<file path="config.mk">
export PLATFORM = sky130hd
export DESIGN_NAME = osc_autotrim
export DESIGN_NICKNAME = d
export VERILOG_FILES = /design/src/rtl/atrim_pkg.sv /design/src/rtl/atrim_ref_sync.sv /design/src/rtl/atrim_window.sv /design/src/rtl/atrim_stepper.sv /design/src/rtl/osc_autotrim.sv
export SDC_FILE = /design/constraint.sdc
export NUM_CORES = 1
export LEC_CHECK = 0
export ABC_CLOCK_PERIOD_IN_PS = 10300
export BUFFER_PORTS_ARGS = -buffer_cell sky130_fd_sc_hd__buf_2
export CORE_ASPECT_RATIO = 1.2
export CORE_UTILIZATION = 53
export DETAILED_ROUTE_END_ITERATION = 12
export GPL_ROUTABILITY_DRIVEN = 0
export PLACE_DENSITY = 0.74
export SLEW_MARGIN = 0
export SYNTH_ARGS = -nofsm -noshare
export SYNTH_HDL_FRONTEND = slang
export SYNTH_HIERARCHICAL = 1
export SYNTH_SLANG_ARGS = --single-unit
</file>
<file path="constraint.sdc">
create_clock -name clk_i -period 10.3 [get_ports clk_i]
set_clock_uncertainty 0.05 [all_clocks]
set_input_delay 0.515 -clock clk_i [delete_from_list [all_inputs] [get_ports clk_i]]
set_output_delay 0.515 -clock clk_i [all_outputs]
set_load 0.005 [all_outputs]
</file>
<file path="src/rtl/atrim_pkg.sv">
`timescale 1ns/1ps
package atrim_pkg;
  typedef enum logic [1:0] {
    REG_CTRL = 2'd0,
    REG_IEN  = 2'd1,
    REG_STAT = 2'd2
  } atrim_reg_e;

  localparam int BIT_EN      = 0;
  localparam int BIT_LOCK    = 0;
  localparam int BIT_FAIL    = 1;
  localparam int BIT_REFERR  = 2;
  localparam int LOOP_LSB    = 4;
  localparam int MAX_WINDOW  = 32;
endpackage

</file>
<file path="src/rtl/atrim_ref_sync.sv">
`timescale 1ns/1ps
module atrim_ref_sync #(
  parameter int STAGES = 2
) (
  input  logic clk_i,
  input  logic rst_ni,
  input  logic ref_i,
  output logic rise_o
);
  logic [STAGES:0] sh_q;

  always_ff @(posedge clk_i or negedge rst_ni) begin
    if (!rst_ni) sh_q <= '0;
    else         sh_q <= {sh_q[STAGES-1:0], ref_i};
  end

  assign rise_o = sh_q[STAGES-1] & ~sh_q[STAGES];
endmodule

</file>
<file path="src/rtl/atrim_window.sv">
`timescale 1ns/1ps
module atrim_window #(
  parameter int CYC_PER_REF = 675,
  parameter int CNT_W       = 17,
  parameter int GAP_W       = 11
) (
  input  logic             clk_i,
  input  logic             rst_ni,
  input  logic             run_i,
  input  logic             rise_i,
  input  logic [1:0]       loop_i,
  output logic             done_o,
  output logic [CNT_W-1:0] meas_o,
  output logic             ref_err_o
);
  localparam logic [GAP_W-1:0] GAP_LIM = GAP_W'(2 * CYC_PER_REF);

  logic             armed_q;
  logic [5:0]       edges_q;
  logic [5:0]       last_edge;
  logic [CNT_W-1:0] cyc_q, cyc_inc;
  logic [GAP_W-1:0] gap_q;

  assign last_edge = (6'd4 << loop_i) - 6'd1;
  assign cyc_inc   = (cyc_q == '1) ? cyc_q : cyc_q + 1'b1;

  always_ff @(posedge clk_i or negedge rst_ni) begin
    if (!rst_ni) begin
      armed_q <= 1'b0; edges_q <= '0; cyc_q <= '0; gap_q <= '0;
      done_o <= 1'b0; meas_o <= '0; ref_err_o <= 1'b0;
    end else if (!run_i) begin
      armed_q <= 1'b0; edges_q <= '0; cyc_q <= '0; gap_q <= '0;
      done_o <= 1'b0; ref_err_o <= 1'b0;
    end else begin
      done_o    <= 1'b0;
      ref_err_o <= 1'b0;
      if (rise_i)                gap_q <= '0;
      else if (gap_q == GAP_LIM) ref_err_o <= 1'b1;
      else                       gap_q <= gap_q + 1'b1;

      if (rise_i) begin
        if (!armed_q) begin
          armed_q <= 1'b1;
          edges_q <= '0;
          cyc_q   <= '0;
        end else if (edges_q == last_edge) begin
          done_o  <= 1'b1;
          meas_o  <= cyc_inc;
          edges_q <= '0;
          cyc_q   <= '0;
        end else begin
          edges_q <= edges_q + 1'b1;
          cyc_q   <= cyc_inc;
        end
      end else if (armed_q) begin
        cyc_q <= cyc_inc;
      end
    end
  end
endmodule

</file>
<file path="src/rtl/atrim_stepper.sv">
`timescale 1ns/1ps
module atrim_stepper #(
  parameter int          CYC_PER_REF = 675,
  parameter int          RETRY_BASE  = 64,
  parameter int          TRIM_W      = 9,
  parameter int          TRIM_RST    = 256,
  parameter int          CNT_W       = 17,
  parameter int          RTY_W       = 10
) (
  input  logic              clk_i,
  input  logic              rst_ni,
  input  logic              run_i,
  input  logic              done_i,
  input  logic [CNT_W-1:0]  meas_i,
  input  logic [1:0]        loop_i,
  output logic [TRIM_W-1:0] trim_o,
  output logic              lock_o,
  output logic              give_up_o
);
  logic [CNT_W:0]       exp_w, meas_w;
  logic                 too_fast, too_slow;
  logic [RTY_W-1:0]     limit, retry_q;
  logic                 lock_q;
  logic [TRIM_W-1:0]    trim_next;

  assign exp_w    = (CNT_W+1)'(CYC_PER_REF) << ({1'b0, loop_i} + 3'd2);
  assign meas_w   = {1'b0, meas_i};
  assign too_fast = meas_w > exp_w + 1'b1;
  assign too_slow = meas_w + 1'b1 < exp_w;
  assign limit    = RTY_W'(RETRY_BASE) << loop_i;

  always_comb begin
    trim_next = trim_o;
    if (too_fast && trim_o != '0)      trim_next = trim_o - 1'b1;
    else if (too_slow && trim_o != '1) trim_next = trim_o + 1'b1;
  end

  always_ff @(posedge clk_i or negedge rst_ni) begin
    if (!rst_ni) begin
      trim_o    <= TRIM_W'(TRIM_RST);
      retry_q   <= '0;
      lock_q    <= 1'b0;
      give_up_o <= 1'b0;
    end else begin
      give_up_o <= 1'b0;
      if (!run_i) begin
        lock_q  <= 1'b0;
        retry_q <= '0;
      end else if (done_i) begin
        if (!too_fast && !too_slow) begin
          lock_q  <= 1'b1;
          retry_q <= '0;
        end else begin
          lock_q <= 1'b0;
          trim_o <= trim_next;
          if (retry_q + 1'b1 == limit) begin
            give_up_o <= 1'b1;
            retry_q   <= '0;
          end else begin
            retry_q <= retry_q + 1'b1;
          end
        end
      end
    end
  end

  assign lock_o = lock_q & run_i;
endmodule

</file>
<file path="src/rtl/osc_autotrim.sv">
`timescale 1ns/1ps
module osc_autotrim
  import atrim_pkg::*;
#(
  parameter int CYC_PER_REF = 675,
  parameter int RETRY_BASE  = 64,
  parameter int TRIM_W      = 9,
  parameter int TRIM_RST    = 1 << (TRIM_W - 1)
) (
  input  logic              clk_i,
  input  logic              rst_ni,
  input  logic              ref_clk_i,
  input  logic              bus_en_i,
  input  logic              bus_we_i,
  input  logic [1:0]        bus_addr_i,
  input  logic [31:0]       bus_wdata_i,
  output logic [31:0]       bus_rdata_o,
  output logic [TRIM_W-1:0] trim_o,
  output logic              irq_o
);
  localparam int CNT_W = $clog2(CYC_PER_REF * MAX_WINDOW * 4 + 1);
  localparam int GAP_W = $clog2(2 * CYC_PER_REF + 2);
  localparam int RTY_W = $clog2(RETRY_BASE * 8 + 1);

  logic             en_q, ie_fail_q, ie_ref_q, fail_q, referr_q;
  logic [1:0]       loop_q;
  logic             rise, done, ref_err, give_up, lock;
  logic [CNT_W-1:0] meas;
  logic             wr;
  logic             unused_wdata;

  assign wr           = bus_en_i & bus_we_i;
  assign unused_wdata = ^{bus_wdata_i[31:6], bus_wdata_i[3]};

  atrim_ref_sync #(.STAGES(2)) u_sync (
    .clk_i(clk_i), .rst_ni(rst_ni), .ref_i(ref_clk_i), .rise_o(rise)
  );

  atrim_window #(.CYC_PER_REF(CYC_PER_REF), .CNT_W(CNT_W), .GAP_W(GAP_W)) u_window (
    .clk_i(clk_i), .rst_ni(rst_ni), .run_i(en_q), .rise_i(rise), .loop_i(loop_q),
    .done_o(done), .meas_o(meas), .ref_err_o(ref_err)
  );

  atrim_stepper #(
    .CYC_PER_REF(CYC_PER_REF), .RETRY_BASE(RETRY_BASE), .TRIM_W(TRIM_W),
    .TRIM_RST(TRIM_RST), .CNT_W(CNT_W), .RTY_W(RTY_W)
  ) u_stepper (
    .clk_i(clk_i), .rst_ni(rst_ni), .run_i(en_q), .done_i(done), .meas_i(meas),
    .loop_i(loop_q), .trim_o(trim_o), .lock_o(lock), .give_up_o(give_up)
  );

  always_ff @(posedge clk_i or negedge rst_ni) begin
    if (!rst_ni) begin
      en_q <= 1'b0; loop_q <= '0; ie_fail_q <= 1'b0; ie_ref_q <= 1'b0;
      fail_q <= 1'b0; referr_q <= 1'b0;
    end else begin
      if (give_up || ref_err)            en_q <= 1'b0;
      else if (wr && bus_addr_i == REG_CTRL) en_q <= bus_wdata_i[BIT_EN];
      if (wr && bus_addr_i == REG_CTRL)  loop_q <= bus_wdata_i[LOOP_LSB+1:LOOP_LSB];
      if (wr && bus_addr_i == REG_IEN) begin
        ie_fail_q <= bus_wdata_i[BIT_FAIL];
        ie_ref_q  <= bus_wdata_i[BIT_REFERR];
      end
      if (give_up) fail_q <= 1'b1;
      else if (wr && bus_addr_i == REG_STAT && bus_wdata_i[BIT_FAIL]) fail_q <= 1'b0;
      if (ref_err) referr_q <= 1'b1;
      else if (wr && bus_addr_i == REG_STAT && bus_wdata_i[BIT_REFERR]) referr_q <= 1'b0;
    end
  end

  always_comb begin
    bus_rdata_o = '0;
    case (bus_addr_i)
      REG_CTRL: begin
        bus_rdata_o[BIT_EN] = en_q;
        bus_rdata_o[LOOP_LSB+1:LOOP_LSB] = loop_q;
      end
      REG_IEN: begin
        bus_rdata_o[BIT_FAIL]   = ie_fail_q;
        bus_rdata_o[BIT_REFERR] = ie_ref_q;
      end
      REG_STAT: begin
        bus_rdata_o[BIT_LOCK]   = lock;
        bus_rdata_o[BIT_FAIL]   = fail_q;
        bus_rdata_o[BIT_REFERR] = referr_q;
      end
      default: bus_rdata_o = '0;
    endcase
  end

  assign irq_o = (fail_q & ie_fail_q) | (referr_q & ie_ref_q);
endmodule

</file>
==> flow_metrics.tcl <==
set metrics [dict create \
    run_status "complete, no violations" \
    grt_pass1_vias 4825 \
    synthesis_warning_total 6 \
    clock_tree.buffer_depth 2 \
    drt-wirelength-per-cell_um 15.1 \
    synth_top_area_share_pct 34.0 \
    adder_cell_fraction_of_synth_area_pct 10.8 \
    vias_after_detailed_routing 4876 \
    synth-compound-area-share_pct 16.5 \
    required_ns 10.52 \
    cts_buf_count 9 \
    synth-seq-cells 85 \
    final-seq-area_sq_um 2130 \
    dr.pass1.iters 5 \
    async_reset_ff_share_pct 100 \
    number_of_fill_cells_in_the_layout 1012 \
    crit_arrival_ns 5.35 \
    fp.dieH_um 120 \
    num_io_pins 81 \
    cts_hold_buf 0 \
    dp.final_hpwl_um 9250 \
    synth_cells 666 \
    tritoncts_clock_tree "built" \
    met1Wirelength_um 5720 \
    worst_slew_pin_slew_ns 1.22 \
    hold_violations 0 \
    buffer_ports.inserted 26 \
    synth_xor_area_share_pct 7.51 \
    library_cell_occupying_the_most_area_in_the_post_synthesis_netlist "dfrtp_1" \
    cp.buffers_inverters 2 \
    final.period_utilization_pct 49.8 \
    multiplexer_share_of_the_synthesized_area_pct 3.36 \
    finalNetCount 779 \
    finish.cell_count_without_fillers 845 \
    drive_gt1_share_pct 11.7 \
    syn-cell-area_sq_um 6180 \
    first_pass_grt_wire_length_um 22100 \
    core_sq_um 11200 \
    number_of_design_rule_violations_left_after_detail_routing 0 \
    synth_top_family_by_area "simple AND/OR/NAND/NOR gates" \
    count_of_maximum_capacitance_violations 0 \
    grt_setup_unrepaired "false" \
    power.share.clock_pct 36.6 \
    synth.avg_cell_area_sq_um 9.29 \
    layout-area-overhead-vs-synth_pct 6.57 \
    setup-tns-final_ns 0 \
    switching_power_mw 0.245 \
    drt_wl_total_um 12800 \
    power.share.sequential_pct 44.6 \
    htreeDepth 3 \
    final-setup-viol-count 0 \
    grt_start_max_net_pins 86 \
    antenna-diode-count 0 \
    timing.critical_path.from_type "flop" \
    crit_path_frequent_cell "ha_1" \
    synth_enable_flop_cells 0 \
    crit_slowest_cell "dfrtp_1" \
    area_of_the_die_sq_um 12100 \
    worst_ir_drop_on_vdd_mv 0.0866 \
    core.rowCount 42 \
    number_of_antenna_violations_at_the_first_check_in_global_routing 0 \
    multi_input_comb_area_sq_um 3730 \
    cell_internal_pwr_mw 0.567 \
    grtUsageTotal_pct 22.6 \
    post_cts.resized_instances 0 \
    worst_setup_hold_path_clk_slew_ns 0.06 \
    timing.critical_path.cells "inv_1, ha_1, nor2_1, ha_1, a21oi_1, o31a_1, o22ai_1, a221oi_1, nor3b_1, buf_4, ha_1, a21o_1, a21oi_1, o21bai_1, a2111oi_0, or3_1, or4_1, a21o_1, xnor2_1" \
    initial_core_util_pct 55.3 \
    wl_met2_um 6430 \
    delay_contributed_by_the_slowest_stage_of_the_critical_path_ns 0.68 \
    netlist-cell-type-count 84 \
    power.density_nw_per_um2 123 \
    crit_path_max_fanout 13 \
    pleak_nw 3.02 \
    gate_power_share_pct 18.8 \
    cts_root_buf "clkbuf_16" \
    post_drt_via_cell_ratio 5.77 \
    synth-main-ff-cell "dfrtp_1" \
    final.min_clock_period_ns 5.12 \
    die_w_um 101 \
    critical-path-top-delay-family "compound AO/OA/AOI/OAI gates" \
    worstHoldPathType "in2reg" \
    maxSlewHeadroom_pct 18.5 \
    tritoncts_num_sinks 85 \
    critical_path_class "reg2reg" \
    uppermost_metal_layer_occupied_by_signal_nets "met4" \
    ant_nets 0 \
    yosys.area_share.simple_pct 20.4 \
    yosys-top-cells-area "dfrtp_1 (34%), ha_1 (11%), xnor2_1 (5.0%)" \
    route.met3.wl_um 382 \
    whs_ns 0.225 \
    placed_cells 830 \
    grt.overflow.total 0 \
    cts_setup_buffers 0 \
    power.switching_fraction_pct 30.2 \
    drtIter0Drc 184 \
    drv_slew 0 \
    worst_setup_path_end_kind "flop" \
    timing.fmax_ghz 0.195 \
    clk-insertion-delay-late_ns 0.34 \
    synth_sequential_area_ratio_pct 34.4 \
]
[flip-flops by register name, summed over array words and instances (netlist names), 2 cells and up]
name / flops
u_stepper/trim_o: 9
u_window/cyc_q: 17
u_window/edges_q: 6
u_sync/sh_q: 3
u_stepper/retry_q: 10
u_window/gap_q: 11
u_window/meas_o: 17
loop_q: 2
[worst register-to-register path, stage by stage (launching register included)]
cell,delay (ns)
dfrtp_1,0.68
inv_1,0.22
ha_1,0.26
nor2_1,0.30
ha_1,0.32
a21oi_1,0.21
o31a_1,0.16
o22ai_1,0.07
a221oi_1,0.44
nor3b_1,0.11
buf_4,0.21
ha_1,0.34
a21o_1,0.14
a21oi_1,0.09
o21bai_1,0.17
a2111oi_0,0.12
or3_1,0.42
or4_1,0.44
a21o_1,0.19
xnor2_1,0.14
[synth_stat cells, types with 4 or more instances]
cell type and number:
dfrtp_1 84, ha_1 52, nor3b_1 4, nand2_1 50, mux2_2 8, nand4_1 13
nand2b_1 6, nor2b_1 10, and3_1 11, nor2_1 58, o21ai_0 20, o22ai_1 10
xor2_1 18, buf_2 7, a31oi_1 15, xnor2_1 35, nor3_1 8, a21oi_2 10
and2_1 6, nand3_1 31, a22o_1 5, inv_1 33, a21o_1 10, o211ai_1 7
and4_1 7, buf_4 27, mux2i_1 5, a21oi_1 29
[layout by cell type, fill, tap and decap left out, types with 9 or more instances in the layout]
| cell type | n |
|---|---|
| buf_2 | 25 |
| nor2b_1 | 10 |
| o22ai_1 | 10 |
| xnor2_1 | 35 |
| nand4_1 | 13 |
| and3_1 | 11 |
| inv_1 | 33 |
| nand2_1 | 50 |
| a21o_1 | 10 |
| a21oi_1 | 29 |
| nand3_1 | 31 |
| a21oi_2 | 10 |
| xor2_1 | 18 |
| clkbuf_16 | 9 |
| conb_1 | 27 |
| a31oi_1 | 15 |
| nor2_1 | 58 |
| ha_1 | 52 |
| dfrtp_1 | 84 |
| o21ai_0 | 20 |
[per-stage QoR]
stage	total power, mW	worst slack, ns	utilization [%]	area [sq um]
finish	0.813	5.18	58.9	6590
floorplan	0.484	5.64	-	6280
detailed placement	0.519	5.26	56.5	6320
global route	0.857	4.82	58.9	6590
global placement	0.512	5.37	56.5	6320
CTS	0.820	5.20	58.9	6590
[layer usage]
layer | up-vias | GRT usage [%]
met1 | 2364 | 28.5
met5 | - | 0
met3 | 22 | 4.16
met2 | 96 | 38.4
met4 | 0 | 8.15
li1 | 2394 | -
[cell type report]
| cell class | instances | area share, % |
|---|---|---|
| flip-flops and latches | 85 | 32.3 |
| multi-input cells | 529 | 56.5 |
| clock inverters | 4 | 0.532 |
| repair buffers | 28 | 2.24 |
| inverters | 34 | 1.94 |
| well taps | 154 | 2.92 |
| clock buffers | 11 | 3.53 |
[kinds of logic after synthesis]
group / count (synthesis)
AND/OR/NAND/NOR: 233
adder cells (fa/ha/maj): 53
buffers and inverters: 78
AO/OA/AOI/OAI: 145
XOR/XNOR: 53
flip-flops: 85
multiplexers: 18
other: 1
[path summary, 6_finish.rpt]
path	slack, ns	endpoint	cells after the start	from
max	5.18	u_stepper/trim_o[8]	19	loop_q[1]
min	0.23	u_sync/sh_q[0]	1	ref_clk_i
max reg2reg	5.18	u_stepper/trim_o[8]	19	loop_q[1]
min reg2reg	0.31	u_sync/sh_q[1]	0	u_sync/sh_q[0]
max in group asynchronous	9.21	u_window/meas_o[12]	1	rst_ni
min in group asynchronous	0.30	u_stepper/trim_o[1]	1	rst_ni
[power groups by stage]
stage	Combinational (mW)	Clock, mW	Sequential (mW)
after floorplan	0.122	0	0.362
after global placement	0.144	0	0.368
after detailed placement	0.151	0	0.369
after CTS	0.152	0.305	0.363
after global routing	0.172	0.321	0.365
final	0.153	0.297	0.363
Power figures use the tool's default switching activity.
